### config.mk
export PLATFORM = sky130hd
export DESIGN_NAME = pause_flow_ctl
export DESIGN_NICKNAME = d
export VERILOG_FILES = /design/src/rtl/pfc_pkg.sv /design/src/rtl/pfc_rx_parser.sv /design/src/rtl/pfc_quanta_timer.sv /design/src/rtl/pfc_tx_gate.sv /design/src/rtl/pause_flow_ctl.sv
export SDC_FILE = /design/constraint.sdc
export NUM_CORES = 1
export LEC_CHECK = 0
export ABC_CLOCK_PERIOD_IN_PS = 5100
export BUFFER_PORTS_ARGS = -buffer_cell sky130_fd_sc_hd__buf_2
export CAP_MARGIN = 20
export CORE_UTILIZATION = 35
export CTS_CLUSTER_SIZE = 24
export DETAILED_ROUTE_END_ITERATION = 10
export PLACE_DENSITY = 0.6
export SETUP_SLACK_MARGIN = 0.1
export SLEW_MARGIN = 30
export SYNTH_ARGS = -nofsm -noshare
export SYNTH_HDL_FRONTEND = slang
export SYNTH_HIERARCHICAL = 1
export SYNTH_SLANG_ARGS = --single-unit
### constraint.sdc
create_clock -name clk -period 5.1 [get_ports clk]
set_input_delay 1.275 -clock clk [delete_from_list [all_inputs] [get_ports clk]]
set_output_delay 1.275 -clock clk [all_outputs]
set_load 0.05 [all_outputs]
### src/rtl/pfc_pkg.sv
package pfc_pkg;
  localparam int unsigned PT_W      = 16;
  localparam int unsigned MAC_BYTES = 6;
  localparam logic [47:0] FC_MCAST  = 48'h0180C2000001;
  localparam logic [15:0] CTL_ETYPE = 16'h8808;
  localparam logic [15:0] PAUSE_OPC = 16'h0001;
  localparam int unsigned OFS_TYPE  = 12;
  localparam int unsigned OFS_OPC   = 14;
  localparam int unsigned OFS_PARAM = 16;
  localparam int unsigned MIN_BYTES = 18;

  typedef struct packed {
    logic mc_ok;
    logic uc_ok;
    logic type_ok;
    logic opc_ok;
  } pfc_match_t;
endpackage

### src/rtl/pfc_rx_parser.sv
module pfc_rx_parser
  import pfc_pkg::*;
#(
  parameter int unsigned IDX_W = $clog2(MIN_BYTES + 1)
) (
  input  logic            clk,
  input  logic            rst_n,
  input  logic            fc_en,
  input  logic            full_duplex,
  input  logic [47:0]     station_addr,
  input  logic [7:0]      rx_data,
  input  logic            rx_valid,
  input  logic            rx_sof,
  input  logic            rx_eof,
  input  logic            rx_good,
  output logic            pause_load,
  output logic [PT_W-1:0] pause_val
);
  localparam logic [IDX_W-1:0] IDX_END = IDX_W'(MIN_BYTES);

  logic [IDX_W-1:0] idx_q, base_idx, nxt_idx;
  logic             in_frame_q, take;
  pfc_match_t       match_q, base_match, nxt_match;
  logic [PT_W-1:0]  param_q, base_param, nxt_param;
  logic [MAC_BYTES-1:0] mc_hit, uc_hit;

  assign take       = rx_valid && (rx_sof || in_frame_q);
  assign base_idx   = rx_sof ? '0 : idx_q;
  assign base_match = rx_sof ? '1 : match_q;
  assign base_param = rx_sof ? '0 : param_q;

  // one comparator per destination-address byte position
  for (genvar g = 0; g < MAC_BYTES; g++) begin : g_da
    localparam logic [7:0] MC_BYTE = FC_MCAST[47-8*g -: 8];
    assign mc_hit[g] = (base_idx != IDX_W'(g)) || (rx_data == MC_BYTE);
    assign uc_hit[g] = (base_idx != IDX_W'(g)) || (rx_data == station_addr[47-8*g -: 8]);
  end

  always_comb begin
    nxt_match        = base_match;
    nxt_param        = base_param;
    nxt_match.mc_ok  = base_match.mc_ok & (&mc_hit);
    nxt_match.uc_ok  = base_match.uc_ok & (&uc_hit);
    if (base_idx == IDX_W'(OFS_TYPE))
      nxt_match.type_ok = base_match.type_ok & (rx_data == CTL_ETYPE[15:8]);
    if (base_idx == IDX_W'(OFS_TYPE + 1))
      nxt_match.type_ok = base_match.type_ok & (rx_data == CTL_ETYPE[7:0]);
    if (base_idx == IDX_W'(OFS_OPC))
      nxt_match.opc_ok = base_match.opc_ok & (rx_data == PAUSE_OPC[15:8]);
    if (base_idx == IDX_W'(OFS_OPC + 1))
      nxt_match.opc_ok = base_match.opc_ok & (rx_data == PAUSE_OPC[7:0]);
    if (base_idx == IDX_W'(OFS_PARAM))
      nxt_param[15:8] = rx_data;
    if (base_idx == IDX_W'(OFS_PARAM + 1))
      nxt_param[7:0] = rx_data;
    nxt_idx = (base_idx < IDX_END) ? base_idx + 1'b1 : base_idx;
  end

  assign pause_load = take && rx_eof && rx_good && fc_en && full_duplex &&
                      (nxt_idx == IDX_END) &&
                      (nxt_match.mc_ok || nxt_match.uc_ok) &&
                      nxt_match.type_ok && nxt_match.opc_ok;
  assign pause_val  = nxt_param;

  always_ff @(posedge clk) begin
    if (!rst_n) begin
      idx_q      <= '0;
      in_frame_q <= 1'b0;
      match_q    <= '0;
      param_q    <= '0;
    end else if (take) begin
      idx_q      <= nxt_idx;
      match_q    <= nxt_match;
      param_q    <= nxt_param;
      in_frame_q <= !rx_eof;
    end
  end
endmodule

### src/rtl/pfc_quanta_timer.sv
module pfc_quanta_timer #(
  parameter int unsigned CNT_W = 16
) (
  input  logic             clk,
  input  logic             rst_n,
  input  logic             load,
  input  logic [CNT_W-1:0] load_val,
  input  logic             tick,
  output logic [CNT_W-1:0] count,
  output logic             paused
);
  logic [CNT_W-1:0] cnt_q;

  always_ff @(posedge clk) begin
    if (!rst_n)                   cnt_q <= '0;
    else if (load)                cnt_q <= load_val;
    else if (tick && cnt_q != '0) cnt_q <= cnt_q - 1'b1;
  end

  assign count  = cnt_q;
  assign paused = (cnt_q != '0);
endmodule

### src/rtl/pfc_tx_gate.sv
module pfc_tx_gate (
  input  logic clk,
  input  logic rst_n,
  input  logic paused,
  input  logic req_valid,
  input  logic req_is_pause,
  input  logic tx_done,
  output logic grant,
  output logic busy
);
  logic busy_q;

  assign grant = req_valid && !busy_q && (req_is_pause || !paused);
  assign busy  = busy_q;

  always_ff @(posedge clk) begin
    if (!rst_n)                busy_q <= 1'b0;
    else if (grant)            busy_q <= 1'b1;
    else if (busy_q && tx_done) busy_q <= 1'b0;
  end
endmodule

### src/rtl/pause_flow_ctl.sv
module pause_flow_ctl
  import pfc_pkg::*;
(
  input  logic            clk,
  input  logic            rst_n,
  input  logic            fc_en,
  input  logic            full_duplex,
  input  logic [47:0]     station_addr,
  input  logic [7:0]      rx_data,
  input  logic            rx_valid,
  input  logic            rx_sof,
  input  logic            rx_eof,
  input  logic            rx_good,
  input  logic            quantum_tick,
  input  logic            tx_req_valid,
  input  logic            tx_req_is_pause,
  input  logic            tx_done,
  output logic            tx_grant,
  output logic [PT_W-1:0] pause_quanta,
  input  logic            evt_clr,
  input  logic            irq_en,
  output logic            evt_flag,
  output logic            irq
);
  logic            pause_load;
  logic [PT_W-1:0] pause_val;
  logic            paused;
  logic            tx_busy;
  logic            flag_q;

  pfc_rx_parser u_parse (
    .clk(clk), .rst_n(rst_n), .fc_en(fc_en), .full_duplex(full_duplex),
    .station_addr(station_addr), .rx_data(rx_data), .rx_valid(rx_valid),
    .rx_sof(rx_sof), .rx_eof(rx_eof), .rx_good(rx_good),
    .pause_load(pause_load), .pause_val(pause_val)
  );

  pfc_quanta_timer #(.CNT_W(PT_W)) u_timer (
    .clk(clk), .rst_n(rst_n), .load(pause_load), .load_val(pause_val),
    .tick(quantum_tick), .count(pause_quanta), .paused(paused)
  );

  pfc_tx_gate u_gate (
    .clk(clk), .rst_n(rst_n), .paused(paused), .req_valid(tx_req_valid),
    .req_is_pause(tx_req_is_pause), .tx_done(tx_done),
    .grant(tx_grant), .busy(tx_busy)
  );

  always_ff @(posedge clk) begin
    if (!rst_n)          flag_q <= 1'b0;
    else if (pause_load) flag_q <= 1'b1;
    else if (evt_clr)    flag_q <= 1'b0;
  end

  assign evt_flag = flag_q;
  assign irq      = flag_q && irq_en;
endmodule

==> results.md, run 1 <==
- Status: finished with violations
- Violated checks: design-rule violations
- Post-CTS sizing: 0
- CTS tree: done
- Number of synthesized flops with an enable pin: 0
- Slew @ Worst Pin: 0.7183 ns
- Share of layout cells above drive strength 1: 0.2417
- Die Wd: 98.37 µm
- Grt ovf: 0
- CP max-delay cell: or4_1
- Maximum vdd drop: 0.0001876 V
- Final Cycle Share: 0.7677
- Syn Inst Count: 415
- CTS root buf: clkbuf_8
- Vias: 3,264
- Gr usage total: 0.1973
- DP HPWL: 6.801 mm
- Count of cell types in the netlist: 61
- Yosys top cell area share: 0.2710
- Cell taking the most area after synthesis: dfxtp_1
- Placed cell count: 584
- CP Cell Sequence: buf_2 -> xor2_1 -> nor4_1 -> a2111oi_0 -> or4_1 -> nor4_2 -> o311a_1 -> inv_1 -> o21ai_0 -> o21ba_2
- Max clock buf depth: 2
- Global-route wire length before repair: 15.42 mm
- Top-count cell post-synth: xor2_1
- Clock period minus worst slack: 3.915 ns
- Nature of the critical path startpoint: primary input
- GP Congestion: 0.8872
- Register area share after synthesis: 0.2710
- Drt initial violations: 174
- Syn-to-layout area delta: 17.24%
- Pins Over Slew Limit: 0
- Min-delay worst type: flip-flop to flip-flop
- Max Clock Skew: 0.009370 ns
- Reg2reg path depth: 8
- Final Setup Violations: 0
- Max Cap Violations: 0
- Clock Pin Slew Worst Setup and Hold Paths: 0.09 ns
- First-pass DRT Iterations: 8
- CTS Buf Count: 5
- Worst reg2reg setup slack: 1.90 ns
- Crit path kind: primary input to flip-flop
- Worst Path Required: 5.29 ns
- Worst path depth: 10
- # clock sinks: 44
- Final core occ: 0.4307
- Arrival time worst endpoint: 4.11 ns
- Final TNS setup: 0 ns
- Initial antenna violation count: 0
- CP Buf/Inv Count: 2
- Core box area: 8848 µm²
- CP max stage delay: 0.50 ns
- Delay-heaviest family, CP: simple AND/OR/NAND/NOR gates
- Power, Total: 1.424 mW
- Hold buffer count at CTS: 0
- Final hold violation count: 0
- Prevailing post-synth register cell: dfxtp_1
- Finished Layout Cells: 592
- Initial core utilization: 0.3674
- Synthesized area per cell: 7.833 µm²
- Total wire length: 9.336 mm
- Die H: 98.37 µm
- Leak: 1.533 nW
- # IOs: 89
- Syn Nets: 487
- Final nets: 555
- Die area: 9677 µm²
- Ys async rst share: 0
- Via-per-instance ratio: 5.514
- Max Freq: 0.2554 GHz
- Top cells by count, synth: xor2_1 (50), dfxtp_1 (44), nand2_1 (33)
- Clock Latency Late Sink: 0.30 ns
- Synth warn: 6
- Power per cell area: 373.7 nW/µm²
- # diodes: 0
- Number of global-route vias before repair: 3,126
- Hold Path Depth: 2
- Wirelength per Cell: 15.77 µm
- Hold slack: 0.4780 ns
- Slew HR: 0.5211
- Mapped cell area: 3251 µm²
- Drt drc: 4
- RSZ-0062 raised after global routing: no
- Largest net degree at the start of global routing: 46
- Setup repair bufs after CTS: 0
- Std-Cell Rows: 34
- CP endpoint kind: flip-flop
- Htree depth: 2
- Port Buffer Count: 88
- Register bit count reported by yosys: 44
- CP Max Fanout: 25
- Top cells by area, synth: dfxtp_1 (27%), xor2_1 (13%), o21ai_0 (4.2%)
- DRT antenna net count: 0
==> per-layer routing <==
| metal | share of wire | global-route usage |
|---|---|---|
| met1 | 0.48 | 0.2740 |
| met2 | 0.47 | 0.3234 |
| met3 | 0.040 | 0.02863 |
| met4 | 0.0062 | 0.04363 |
| met5 | 0 | 0 |
==> cell usage in the layout, fill, tap and decap left out, drive strengths merged, types with 2 or more instances in the layout <==
master / netlist / routed
nand2b: 9 / 9
clkbuf: 16 / 5
o21ai: 40 / 40
o221a: 2 / 2
o21a: 2 / 2
nor3: 12 / 12
or4: 4 / 4
xnor2: 12 / 12
nand2: 33 / 33
nand3: 13 / 13
inv: 15 / 16
a211oi: 4 / 4
a22oi: 16 / 16
nor2: 17 / 17
a21boi: 7 / 7
xor2: 50 / 50
a2111oi: 3 / 3
nor3b: 2 / 2
or2: 2 / 2
o41ai: 3 / 3
nand3b: 2 / 2
dfxtp: 44 / 44
nor2b: 18 / 18
a21oi: 24 / 24
o211a: 4 / 4
ha: 2 / 2
buf: 12 / 89
or3: 8 / 8
nor4: 23 / 23
==> power breakdown <==
part           switching [mW]  total [mW]  internal (mW)  leakage, nW
registers              0.0560       0.446          0.390        0.358
clock network           0.130       0.278          0.148       0.0548
logic                   0.444       0.700          0.257         1.12
==> metrics by stage <==
stage | setup WS [ns] | area (µm²)
floorplan | 1.397 | 3251
global placement | 0.8785 | 3696
detailed placement | 0.8847 | 3696
CTS | 1.156 | 3811
global route | 0.8729 | 3811
finish | 1.185 | 3811
==> state kept, by name, indices dropped and copies added (netlist names) <==
signal,count
evt_flag,1
u_gate/busy,1
u_parse/idx_q,5
u_parse/in_frame_q,1
u_parse/match_q,4
u_parse/param_q,16
u_timer/count,16
==> tightest hold or removal path, delay by kind of cell, from the launching register on <==
family | cells | cell delay [ns]
DFF | 1 | 0.32
and+or+nand+nor | 1 | 0.07
AOI/OAI and AO/OA | 1 | 0.05
==> worst paths after layout <==
path	start	endpoint
setup / recovery	rx_data[7]	u_timer/count[3]
setup reg to reg	u_parse/idx_q[2]	u_timer/count[13]
hold / removal	u_gate/busy	u_gate/busy
hold reg to reg	u_gate/busy	u_gate/busy
==> cell families after synthesis <==
kind of cell / after synthesis / share of synthesized area
xor gates and xnor gates: 62 / 0.1671
DFF: 44 / 0.2710
and+or+nand+nor: 149 / 0.2652
muxes: 1 / 0.003079
buffers and inverters: 43 / 0.05966
adders and majority gates: 2 / 0.007697
AOI/OAI and AO/OA: 114 / 0.2263
==> layout make-up <==
type,instances,area [µm²]
clock buffers,5,68.82
clock inverters,3,46.29
fillers,930,5037
inverters,15,56.30
multi-input cells,328,2176
flip-flops and latches,44,880.8
well taps,108,135.1
repair buffers,89,447.9
No activity file was read; power rests on OpenSTA's default activity.
==> run 2: changes to the inputs <==
--- a/config.mk
+++ b/config.mk
@@ -5,13 +5,13 @@
 export SDC_FILE = /design/constraint.sdc
 export NUM_CORES = 1
 export LEC_CHECK = 0
-export ABC_CLOCK_PERIOD_IN_PS = 5100
+export ABC_CLOCK_PERIOD_IN_PS = 3400
 export BUFFER_PORTS_ARGS = -buffer_cell sky130_fd_sc_hd__buf_2
 export CAP_MARGIN = 20
 export CORE_UTILIZATION = 35
 export CTS_CLUSTER_SIZE = 24
 export DETAILED_ROUTE_END_ITERATION = 10
-export PLACE_DENSITY = 0.6
+export PLACE_DENSITY = 0.62
 export SETUP_SLACK_MARGIN = 0.1
 export SLEW_MARGIN = 30
 export SYNTH_ARGS = -nofsm -noshare
==> constraint.sdc (replaced) <==
create_clock -name clk -period 3.4 [get_ports clk]
set_input_delay 0.85 -clock clk [delete_from_list [all_inputs] [get_ports clk]]
set_output_delay 0.85 -clock clk [all_outputs]
set_load 0.05 [all_outputs]
==> run 2 against run 1 <==
The run still ends with design-rule violations left. Via count is 1.6% higher. Non-clock buffer count increased by 22. Die area stayed put. Combinational power up 56%. Critical path type is now flip-flop to output pin. Global-route usage is essentially flat. Clock power up 51%. Count of clock-buffer cells in the layout stayed put. Worst hold slack lost 0.010 ns.
==> results.md, run 2 (synthesis results as in run 1) <==
- DP HPWL: 7.138 mm (was 6.801 mm)
- Min-delay worst type: flip-flop to flip-flop (unchanged)
- CP Max Fanout: 6 (was 25)
- Arrival time worst endpoint: 2.30 ns (was 4.11 ns)
- Final TNS setup: 0 ns (unchanged)
- Part of the power in combinational logic: 0.501 (was 0.492)
- Crit path kind: flip-flop to output pin (was primary input to flip-flop)
- Vias: 3,315 (was 3,264)
- Sw Share: 0.4377 (was 0.4421)
- Setup repair bufs after CTS: 0 (unchanged)
- Final Setup Violations: 0 (unchanged)
- Max Clock Skew: 0.01501 ns (was 0.009370 ns)
- Htree depth: 2 (unchanged)
- Hold slack: 0.4679 ns (was 0.4780 ns)
- Pins Over Slew Limit: 0 (unchanged)
- Port Buffer Count: 88 (unchanged)
- Final instance area: 4001 µm² (was 3811 µm²)
- Gr usage total: 0.1974 (was 0.1973)
- Max clock buf depth: 2 (unchanged)
- Switch Pwr: 0.9544 mW (was 0.6296 mW)
- Power, Total: 2.181 mW (was 1.424 mW)
- Number of global-route vias before repair: 3,276 (was 3,126)
- Syn-to-layout area delta: 23.09% (was 17.24%)
- Drt drc: 3 (was 4)
- CTS root buf: clkbuf_8 (unchanged)
- Dpl cell area: 3874 µm² (was 3696 µm²)
- Std-Cell Rows: 34 (unchanged)
- Maximum vdd drop: 0.0003368 V (was 0.0001876 V)
- Final nets: 577 (was 555)
- Drt initial violations: 136 (was 174)
- Die H: 98.37 µm (unchanged)
- Most frequent cells in the layout: buf_2 (87), xor2_1 (50), dfxtp_1 (44) (was buf_2 (88), xor2_1 (50), dfxtp_1 (44))
- Sequential Power Share: 0.307 (was 0.313)
- Most common cell after layout, fill and taps aside: buf_2 (unchanged)
- Post-CTS sizing: 0 (unchanged)
- Place WS: 0.03184 ns (was 0.8847 ns)
- # clock sinks: 44 (unchanged)
- GP Congestion: 0.8998 (was 0.8872)
- Worst Path Required: 2.55 ns (was 5.29 ns)
- Via-per-instance ratio: 5.399 (was 5.514)
- DRT antenna net count: 0 (unchanged)
- Fin worst setup slack: 0.2497 ns (was 1.185 ns)
- Violated checks: design-rule violations (unchanged)
- Nature of the critical path startpoint: flip-flop (was primary input)
- Die area: 9677 µm² (unchanged)
- Hold buffer count at CTS: 0 (unchanged)
- Internal Pwr Total: 1.226 mW (was 0.7946 mW)
- Global-route wire length before repair: 15.52 mm (was 15.42 mm)
- Final Cycle Share: 0.9265
- FILL cells: 926 (was 930)
- First-pass DRT Iterations: 7 (was 8)
- Clock Latency Late Sink: 0.30 ns (about the same)
- Die Wd: 98.37 µm (unchanged)
- Total wire length: 9.309 mm (was 9.336 mm)
- Clock share of power: 0.192 (was 0.195)
- Final hold violation count: 0 (unchanged)
- Status: finished with violations (unchanged)
- Max Cap Violations: 0 (unchanged)
- Core box area: 8848 µm² (unchanged)
- Clock Pin Slew Worst Setup and Hold Paths: 0.10 ns (was 0.09 ns)
- # IOs: 89 (unchanged)
- Power per cell area: 545.0 nW/µm² (was 373.7 nW/µm²)
- CTS Buf Count: 5 (unchanged)
- Wirelength per Cell: 15.16 µm (was 15.77 µm)
- Slew HR: 0.5548 (was 0.5211)
- CTS tree: done (unchanged)
- RSZ-0062 raised after global routing: yes (was no)
- Initial antenna violation count: 0 (unchanged)
- Share of layout cells above drive strength 1: 0.2787 (was 0.2417)
- Initial core utilization: 0.3674 (unchanged)
- CP endpoint kind: output pin (was flip-flop)
- Grt ovf: 0 (unchanged)
- Largest net degree at the start of global routing: 27 (was 46)
- Clock period minus worst slack: 3.150 ns
- Slew @ Worst Pin: 0.6627 ns (was 0.7183 ns)
- Leak: 1.643 nW (was 1.533 nW)
- # diodes: 0 (unchanged)
- Max Freq: 0.3174 GHz
==> run 2: cell types whose count changed in the layout (fill, tap and decap cells not counted) <==
cell     change
o41ai_1      -1
ha_1         -1
buf_4       +22
buf_12       +1
buf_2        -1
ha_2         +1
o41ai_2      +1
==> run 2: worst paths after layout <==
path | depth (start not counted) | to | from | slack, ns
setup reg to reg | 10 | u_timer/count[2] | u_parse/idx_q[2] | 0.50
hold / removal | 2 | u_parse/match_q[3] | u_parse/match_q[3] | 0.47
hold reg to reg | 2 | u_parse/match_q[3] | u_parse/match_q[3] | 0.47
setup / recovery | 9 | tx_grant | u_timer/count[0] | 0.25
==> run 2: per-stage QoR <==
stage / cells / util
detailed placement: 606 / 0.4378
global placement: 606 / 0.4378
global route: 614 / 0.4522
finish: 614 / 0.4522
CTS: 614 / 0.4508
floorplan: 415 / -
==> run 2: layout make-up <==
class                   instances  area (µm²)  area share
clock buffers                   5       68.82     0.01720
inverters                      15       56.30     0.01407
well taps                     108       135.1     0.03377
clock inverters                 3       46.29     0.01157
repair buffers                111       628.1      0.1570
multi-input cells             328        2186      0.5463
flip-flops and latches         44       880.8      0.2201
==> run 2: per-layer routing <==
layer | up-vias | GRT usage | routed length, µm
li1 | 1669 | - | -
met1 | 1564 | 0.2484 | 4194
met2 | 72 | 0.3445 | 4574
met3 | 10 | 0.03579 | 393
met4 | 0 | 0.05511 | 146
met5 | - | 0 | 0
==> run 2: critical path: stages (launching register included) <==
cell	delay, ns
dfxtp_1	0.35
inv_1	0.07
ha_2	0.21
or4b_2	0.63
nor4_4	0.19
inv_2	0.10
nand2b_1	0.09
nand3b_1	0.10
inv_1	0.07
buf_4	0.19
==> run 2: power groups by stage <==
stage	Combinational (mW)	Sequential (mW)	Clock, mW
global route	1.18	0.686	0.456
CTS	1.08	0.670	0.435
finish	1.09	0.670	0.419
global placement	1.07	0.680	0
floorplan	0.624	0.861	0
detailed placement	1.08	0.683	0
